$ cat src/rtl/pwm16_pkg.sv
package pwm16_pkg;
  localparam int DATA_W = 8;
  localparam int ADDR_W = 3;
  localparam int PS_W   = 3;

  localparam logic [ADDR_W-1:0] ADDR_CTRL   = 3'd0;
  localparam logic [ADDR_W-1:0] ADDR_CYC_LO = 3'd1;
  localparam logic [ADDR_W-1:0] ADDR_CYC_HI = 3'd2;
  localparam logic [ADDR_W-1:0] ADDR_DUT_LO = 3'd3;
  localparam logic [ADDR_W-1:0] ADDR_DUT_HI = 3'd4;

  // strobes from control to datapath
  typedef struct packed {
    logic            run;
    logic [PS_W-1:0] ps;
    logic            loadCycle;
    logic            loadDuty;
  } pwmStrobe_t;
endpackage

$ cat src/rtl/pwm16_ctrl.sv
module pwm16_ctrl
  import pwm16_pkg::*;
(
  input  logic                clk,
  input  logic                rstN,
  input  logic                wrEn,
  input  logic [ADDR_W-1:0]   wrAddr,
  input  logic [DATA_W-1:0]   wrData,
  input  logic                ovf,
  output pwmStrobe_t          strb,
  output logic [2*DATA_W-1:0] cycleShadow,
  output logic [2*DATA_W-1:0] dutyShadow,
  output logic                irq
);
  logic            en, enPrev, mask, flagR;
  logic [PS_W-1:0] ps;
  logic [DATA_W-1:0] cycLo, cycHi, dutLo, dutHi;
  logic cycLoW, cycHiW, dutLoW, dutHiW;
  logic enRise;

  assign enRise = en & ~enPrev;

  always_comb begin
    strb.run       = en;
    strb.ps        = ps;
    strb.loadCycle = enRise | (ovf & cycLoW & cycHiW);
    strb.loadDuty  = enRise | (ovf & dutLoW & dutHiW);
  end

  assign cycleShadow = {cycHi, cycLo};
  assign dutyShadow  = {dutHi, dutLo};
  assign irq         = flagR;

  always_ff @(posedge clk or negedge rstN) begin
    if (!rstN) begin
      en <= 1'b0; enPrev <= 1'b0; mask <= 1'b0; flagR <= 1'b0;
      ps <= '0;
      cycLo <= '0; cycHi <= '0; dutLo <= '0; dutHi <= '0;
      cycLoW <= 1'b0; cycHiW <= 1'b0; dutLoW <= 1'b0; dutHiW <= 1'b0;
    end else begin
      enPrev <= en;
      if (strb.loadCycle) begin
        cycLoW <= 1'b0;
        cycHiW <= 1'b0;
      end
      if (strb.loadDuty) begin
        dutLoW <= 1'b0;
        dutHiW <= 1'b0;
      end
      if (wrEn) begin
        case (wrAddr)
          ADDR_CTRL: begin
            en   <= wrData[0];
            ps   <= wrData[3:1];
            mask <= wrData[4];
            if (wrData[5]) flagR <= 1'b0;
          end
          ADDR_CYC_LO: begin cycLo <= wrData; cycLoW <= 1'b1; end
          ADDR_CYC_HI: begin cycHi <= wrData; cycHiW <= 1'b1; end
          ADDR_DUT_LO: begin dutLo <= wrData; dutLoW <= 1'b1; end
          ADDR_DUT_HI: begin dutHi <= wrData; dutHiW <= 1'b1; end
          default: ;
        endcase
      end
      if (ovf && mask) flagR <= 1'b1;
    end
  end
endmodule

$ cat src/rtl/pwm16_dp.sv
module pwm16_dp
  import pwm16_pkg::*;
#(
  parameter int CNT_W = 2 * DATA_W
) (
  input  logic             clk,
  input  logic             rstN,
  input  pwmStrobe_t       strb,
  input  logic [CNT_W-1:0] cycleShadow,
  input  logic [CNT_W-1:0] dutyShadow,
  output logic             pwmOut,
  output logic             ovf,
  output logic [CNT_W-1:0] cnt,
  output logic [CNT_W-1:0] actCycle,
  output logic [CNT_W-1:0] actDuty
);
  localparam int PRE_W = (1 << PS_W) - 1;

  logic [PRE_W-1:0] preCnt, tickMask;
  logic [PS_W-1:0]  psEff;
  logic             tick;

  always_comb begin
    psEff = (strb.ps == PS_W'(PRE_W)) ? PS_W'(PRE_W - 1) : strb.ps;
    for (int i = 0; i < PRE_W; i++) tickMask[i] = (i <= int'(psEff));
  end

  assign tick   = ((preCnt & tickMask) == tickMask);
  assign ovf    = strb.run & tick & (cnt == actCycle);
  assign pwmOut = strb.run & (actDuty != '0) &
                  ((cnt < actDuty) | (actCycle <= actDuty));

  always_ff @(posedge clk or negedge rstN) begin
    if (!rstN) begin
      preCnt   <= '0;
      cnt      <= '0;
      actCycle <= '0;
      actDuty  <= '0;
    end else begin
      if (!strb.run) begin
        preCnt <= '0;
        cnt    <= '0;
      end else begin
        preCnt <= preCnt + 1'b1;
        if (tick) cnt <= ovf ? '0 : cnt + 1'b1;
      end
      if (strb.loadCycle) actCycle <= cycleShadow;
      if (strb.loadDuty)  actDuty  <= dutyShadow;
    end
  end
endmodule

$ cat src/rtl/pwm16.sv
module pwm16
  import pwm16_pkg::*;
(
  input  logic              clk,
  input  logic              rstN,
  input  logic              wrEn,
  input  logic [ADDR_W-1:0] wrAddr,
  input  logic [DATA_W-1:0] wrData,
  output logic              pwmOut,
  output logic              irq
);
  localparam int CNT_W = 2 * DATA_W;

  pwmStrobe_t       strb;
  logic             ovf;
  logic [CNT_W-1:0] cycleShadow, dutyShadow, cnt, actCycle, actDuty;

  pwm16_ctrl u_ctrl (
    .clk(clk), .rstN(rstN), .wrEn(wrEn), .wrAddr(wrAddr), .wrData(wrData),
    .ovf(ovf), .strb(strb), .cycleShadow(cycleShadow),
    .dutyShadow(dutyShadow), .irq(irq)
  );

  pwm16_dp #(.CNT_W(CNT_W)) u_dp (
    .clk(clk), .rstN(rstN), .strb(strb), .cycleShadow(cycleShadow),
    .dutyShadow(dutyShadow), .pwmOut(pwmOut), .ovf(ovf), .cnt(cnt),
    .actCycle(actCycle), .actDuty(actDuty)
  );
endmodule

$ cat config.mk
export PLATFORM = sky130hd
export DESIGN_NAME = pwm16
export DESIGN_NICKNAME = d
export VERILOG_FILES = /design/src/rtl/pwm16_pkg.sv /design/src/rtl/pwm16_ctrl.sv /design/src/rtl/pwm16_dp.sv /design/src/rtl/pwm16.sv
export SDC_FILE = /design/constraint.sdc
export NUM_CORES = 1
export LEC_CHECK = 0
export BUFFER_PORTS_ARGS = -buffer_cell sky130_fd_sc_hd__clkbuf_2
export CAP_MARGIN = 20
export CORE_MARGIN = 2
export CORE_UTILIZATION = 30
export CTS_CLUSTER_DIAMETER = 200
export DETAILED_ROUTE_END_ITERATION = 6
export PLACE_DENSITY = 0.41
export SYNTH_ARGS = -nofsm -noshare
export SYNTH_HDL_FRONTEND = slang
export SYNTH_HIERARCHICAL = 1
export SYNTH_SLANG_ARGS = --single-unit
$ cat constraint.sdc
create_clock -name clk -period 4.3 [get_ports clk]
set_clock_uncertainty 0.2 [all_clocks]
set_input_delay 0.43 -clock clk [delete_from_list [all_inputs] [get_ports clk]]
set_output_delay 0.43 -clock clk [all_outputs]
set_load 0.02 [all_outputs]
# Word-level counts from Yosys, hierarchy flattened
# Cells that the tools add are included.
[op_classes]
add_sub_neg = 2
magnitude_cmp = 8
eq_ne = 8
mux = 21
bitwise = 14
n_reduce_logical = 12
[op_table]
columns = ["cell", "n"]
rows = [
  ["$mux W16", 3],
  ["$add A16 B1 Y16 const B", 1],
  ["$eq A16 B16 Y1", 1],
  ["$le A16 B16 Y1", 1],
  ["$lt A16 B16 Y1", 1],
  ["$mux W1", 16],
  ["$reduce_bool A16 Y1", 1],
  ["$reduce_and A2 Y1", 5],
  ["$and A1 B1 Y1", 9],
  ["$le A3 B3 Y1 const A", 3],
  ["$add A7 B1 Y7 const B", 1],
  ["$and A7 B7 Y7", 1],
  ["$eq A7 B7 Y1", 1],
  ["$mux W7", 1],
  ["$eq A3 B2 Y1 const B", 2],
  ["$eq A3 B3 Y1 const B", 2],
  ["$le A2 B3 Y1 const A", 2],
  ["$reduce_bool A2 Y1", 3],
  ["$eq A3 B1 Y1 const B", 1],
  ["$le A1 B3 Y1 const A", 1],
  ["$logic_not A3 Y1", 1],
  ["$mux W3", 1],
  ["$or A1 B1 Y1", 3],
  ["$reduce_and A3 Y1", 1],
  ["other kinds (3)", 3],
]
[totals]
reg_bits = 98
input_bits = 14
out_inout_bits = 2
word_cells = 82

# Longest topological paths before layout
[depth]
depth_word = 13
mapped_depth = 12
mapped_depth_nobuf = 8

# By module
# The synthesis kept the hierarchy.
[by_module_without_submodules]
columns = ["mod", "instances", "cells_each", "area_per_inst_um2", "seq_area_each_um2"]
rows = [
  ["pwm16_dp", 1, 356, 3393.3, 1376.3],
  ["pwm16_ctrl", 1, 106, 1710.4, 1076.0],
]

# Least setup slack after synthesis
# No wires, ideal clock.
[synth_path]
path_type = "register to register"
start = "reg u_ctrl.ps[1]"
end = "reg u_dp.actCycle[12]"
setup_ns = 0.125
arrival_ns = 3.157
required_ns = 3.975
path_slack_ns = 0.818
stages_incl_launch_ff = 12
path_buffers = 4
period_less_slack_ns = 3.482
cell_sequence = "dfrtp_1 -> or3b_1 -> o311a_1 -> or3_4 -> buf_6 -> clkbuf_1 -> nor3_1 -> nand3_1 -> nand2_1 -> clkbuf_1 -> clkbuf_1 -> mux2_2"
[synth_lines]
columns = ["item", "line_no", "source"]
rows = [
  ["start: declaration", "pwm16_ctrl.sv:16", "logic [PS_W-1:0] ps;"],
  ["start signal: assignment", "pwm16_ctrl.sv:54", "ps <= wrData[3:1];"],
  ["end signal: assignment", "pwm16_dp.sv:47", "if (strb.loadCycle) actCycle <= cycleShadow;"],
  ["end: declaration", "pwm16_dp.sv:14", "output logic [CNT_W-1:0] actCycle,"],
]

# Worst setup path after layout
[layout_path]
start = "reg u_dp.cnt[5]"
end = "out pwmOut"
[layout_via]
elab_chain_cells = 3
[layout_lines]
columns = ["item", "line_no", "source"]
rows = [
  ["start: declaration", "pwm16_dp.sv:13", "output logic [CNT_W-1:0] cnt,"],
  ["start signal: assignment", "pwm16_dp.sv:45", "if (tick) cnt <= ovf ? '0 : cnt + 1'b1;"],
  ["$lt A16 B16 Y1", "pwm16_dp.sv:31", "((cnt < actDuty) | (actCycle <= actDuty));"],
  ["$or A1 B1 Y1", "pwm16_dp.sv:31", ""],
  ["$and A1 B1 Y1", "pwm16_dp.sv:30", "assign pwmOut = strb.run & (actDuty != '0) &"],
  ["end: declaration", "pwm16.sv:9", "output logic pwmOut,"],
]
# No other way between the ends.

==> insert_results.sql <==
INSERT INTO impl_metrics (metric_group, metric, value, unit) VALUES
('global_route', 'grt.met1_usage', '20.5', '%'),
('timing', 'fin_crit_sh', '74.7', '%'),
('setup_path', 'worst-endpoint-arrival', '2580', 'ps'),
('setup_path', 'reg2regPathDepth', '8', ''),
('status', 'status', 'complete, but fails checks', ''),
('setup_path', 'regToRegSetupSlack', '1160', 'ps'),
('route', 'post_drt_wl_per_cell', '17.9', 'um'),
('route', 'detail_route.first_pass.iterations', '4', ''),
('timing', 'period_needed', '3210', 'ps'),
('setup_path', 'criticalPathCategory', 'register to output pin', ''),
('finish', 'antenna_cells', '0', ''),
('setup_path', 'critical_path.reg2reg.endpoint', 'u_dp/actCycle[1]', ''),
('route', 'initial_drc_count', '237', ''),
('route', 'wl', '12.5', 'mm'),
('pwr', 'power_density', '555', 'nW/um^2'),
('timing', 'setup_viol', '0', ''),
('clocking', 'postCtsSetupRepairBufs', '0', ''),
('logic_synthesis', 'synth_largest_area_cell', 'dfrtp_1', ''),
('clocking', 'tritoncts.num_buffers', '9', ''),
('setup_path', 'worst_r2r_startpoint', 'u_dp/preCnt[1]', ''),
('clocking', 'htree_num_levels', '3', ''),
('global_route', 'globalRoute.busiestLayer', 'met2', ''),
('finish', 'fin_area', '5730', 'um^2'),
('setup_path', 'timing.critical_path.to_type', 'output pin', ''),
('floorplanning', 'start_util', '30.8', '%'),
('finish', 'final_core_util', '34.5', '%'),
('timing', 'transition_at_the_pin_with_the_smallest_max_transition_slack', '863', 'ps'),
('logic_synthesis', 'synth.top_cell.area_share', '48.1', '%'),
('flow_run', 'max_cap_violation_count', '0', ''),
('logic_synthesis', 'yosys-top-cells-area', 'dfrtp_1 48%, mux2_2 12%, ha_1 8.1%', ''),
('logic_synthesis', 'syn_nets', '509', ''),
('floorplanning', 'fp.dieArea', '18100', 'um^2'),
('global_route', 'grt_overflow_total', '0', ''),
('finish', 'synthToLayoutAreaGrowth', '12.2', '%'),
('global_route', 'grt_first_pass_wirelength', '20.2', 'mm'),
('clocking', 'tritoncts', 'done', ''),
('timing', 'hold_viol', '16', ''),
('logic_synthesis', 'yosys_most_used_dff', 'dfrtp_1', ''),
('setup_path', 'critical_path_required', '3670', 'ps'),
('floorplanning', 'rows', '47', ''),
('global_route', 'grt_start_max_net_pins', '64', ''),
('timing', 'finalHoldWorstSlack', '-29.9', 'ps'),
('global_route', 'grt.met3_usage', '2.61', '%'),
('placement', 'postPlaceCellArea', '5400', 'um^2'),
('logic_synthesis', 'netlist_area', '5100', 'um^2'),
('logic_synthesis', 'yosysSeqAreaShare', '48.1', '%'),
('clocking', 'clkLatencyLatePin', '350', 'ps'),
('pwr', 'p_leak', '2.49', 'nW'),
('hold_path', 'worst_hold_path_type', 'input pin to async pin', ''),
('timing', 'max_clock_freq', '311', 'MHz'),
('route', 'vias', '3580', ''),
('logic_synthesis', 'yosys.cell_types.count', '51', ''),
('setup_path', 'path_max_fanout', '8', ''),
('placement', 'dp_slack', '1160', 'ps'),
('clocking', 'cts.repair.resized', '0', ''),
('placement', 'place.gp.congestion', '0.779', ''),
('finish', 'final_net_count', '523', ''),
('global_route', 'use_met2', '22.7', '%'),
('clocking', 'postCtsHoldBufs', '0', ''),
('route', 'drc', '0', ''),
('route', 'ant_nets', '0', ''),
('status', 'failed_checks', 'hold timing', ''),
('clocking', 'clock_sinks', '98', ''),
('finish', 'layout-drive-gt1-share', '21.0', '%'),
('global_route', 'number_of_global_route_vias_before_repair', '3521', ''),
('logic_synthesis', 'synth_cells', '462', ''),
('timing', 'max_transition_viols_final', '0', ''),
('timing', 'unrepaired_setup_endpoints_after_global_routing', 'false', ''),
('timing', 'layout_setup_ws', '1090', 'ps'),
('floorplanning', 'core', '16600', 'um^2'),
('logic_synthesis', 'synth-edff-count', '0', '');
## sequential cells by signal, summed over array words and instances (netlist names)
| register | flops |
|---|---|
| u_ctrl/enPrev | 1 |
| u_ctrl/mask | 1 |
| u_ctrl/cycHiW | 1 |
| u_ctrl/cycHi | 8 |
| u_dp/preCnt | 7 |
| u_ctrl/dutHi | 8 |
| u_ctrl/en | 1 |
| u_ctrl/ps | 3 |
| u_dp/actDuty | 16 |
| u_ctrl/dutHiW | 1 |
| u_ctrl/cycLoW | 1 |
| u_dp/cnt | 16 |
| u_ctrl/irq | 1 |
| u_ctrl/dutLo | 8 |
| u_ctrl/dutLoW | 1 |
| u_dp/actCycle | 16 |
| u_ctrl/cycLo | 8 |
## placed cells by master, fill, tap and decap left out, drive strengths merged, types with 3 or more instances in the layout
cell,synthesis,layout
dfrtp,98,98
mux2,53,53
nand2,45,45
ha,33,33
inv,21,23
clkbuf,12,23
o21ai,21,21
nand3,20,20
xor2,20,20
a21oi,20,20
nand4,13,13
nor2,12,12
nor4,10,10
nand2b,9,9
buf,6,7
a31oi,7,7
nor3,6,6
or4,5,5
o32ai,5,5
a31o,4,4
or3,4,4
o211ai,3,3
and4bb,3,3
## cells by family (layout without fill, tap and decap cells)
logic type	count (synthesis)	after routing	synth area share, %
multiplexers	53	53	11.7
flip-flops	98	98	48.1
buffers and inverters	39	58	3.53
AND/OR/NAND/NOR	138	138	14.8
XOR/XNOR	21	21	3.60
adder cells (fa/ha/maj)	33	33	8.09
AO/OA/AOI/OAI	80	80	10.2
## routing by layer
layer	up-vias	routed length [um]	part of all wire, %
met1	1766	5980	48
met3	15	461	3.7
met2	73	5820	46
met5	-	0	0
met4	0	257	2.1
li1	1726	-	-
## worst max-delay path: stages, from the launching register on
cell	delay (ps)
dfrtp_1	500
ha_1	360
a211o_1	300
a21oi_1	230
o31ai_1	120
a211oi_1	300
o311a_1	250
clkbuf_2	180
## cells in the mapped netlist, types with 2 or more instances
master / n
ha_1: 33
or4_1: 5
nand2b_1: 9
o311a_1: 2
a21bo_2: 2
xor2_1: 20
nand2_1: 45
clkbuf_1: 12
or3_1: 3
a31o_2: 4
nor3_1: 6
a2bb2oi_1: 2
nand4_1: 13
inv_1: 21
nor2_1: 12
a21oi_1: 20
a21o_1: 2
and3_1: 2
a211o_1: 2
nor4_1: 10
and4bb_2: 2
o211ai_1: 3
a31oi_1: 7
mux2_2: 53
dfrtp_1: 98
buf_6: 4
and4_1: 2
o32ai_1: 5
o21ai_0: 21
nand3_1: 20
a21boi_0: 2
## worst max path at each step
stage,startpoint,end,slack (ps),depth (start not counted)
6_report,u_dp/cnt[5],pwmOut,1090,7
2_1_floorplan,u_ctrl/ps[1],u_dp/actCycle[12],820,11
5_1_grt,u_dp/preCnt[1],u_dp/actCycle[13],920,8
3_3_place_gp,u_dp/cnt[2],u_dp/actCycle[15],1190,9
4_1_cts,u_dp/cnt[5],pwmOut,1000,7
3_5_place_dp,u_ctrl/ps[1],u_dp/actCycle[1],1160,8
## per-stage QoR
step / instances / hold WS [ps]
6_report: 701 / -29.9
5_1_grt: 701 / 31.3
3_5_place_dp: 685 / 275
2_1_floorplan: 462 / -65.6
3_3_place_gp: 685 / 269
4_1_cts: 701 / 18.7
## final cells by class
type	count	area (um^2)
clock buffer	9	225
tap	220	275
sequential	98	2450
inverter	21	78.8
timing repair buffer	21	123
fill	1718	10900
multi-input combinational	325	2470
clock inverter	7	101
## power breakdown
group	switching [mW]	total, mW	internal [mW]
sequential	0.207	1.37	1.16
clock	0.366	0.882	0.516
combinational	0.506	0.926	0.421
Power figures use the tool's default switching activity.
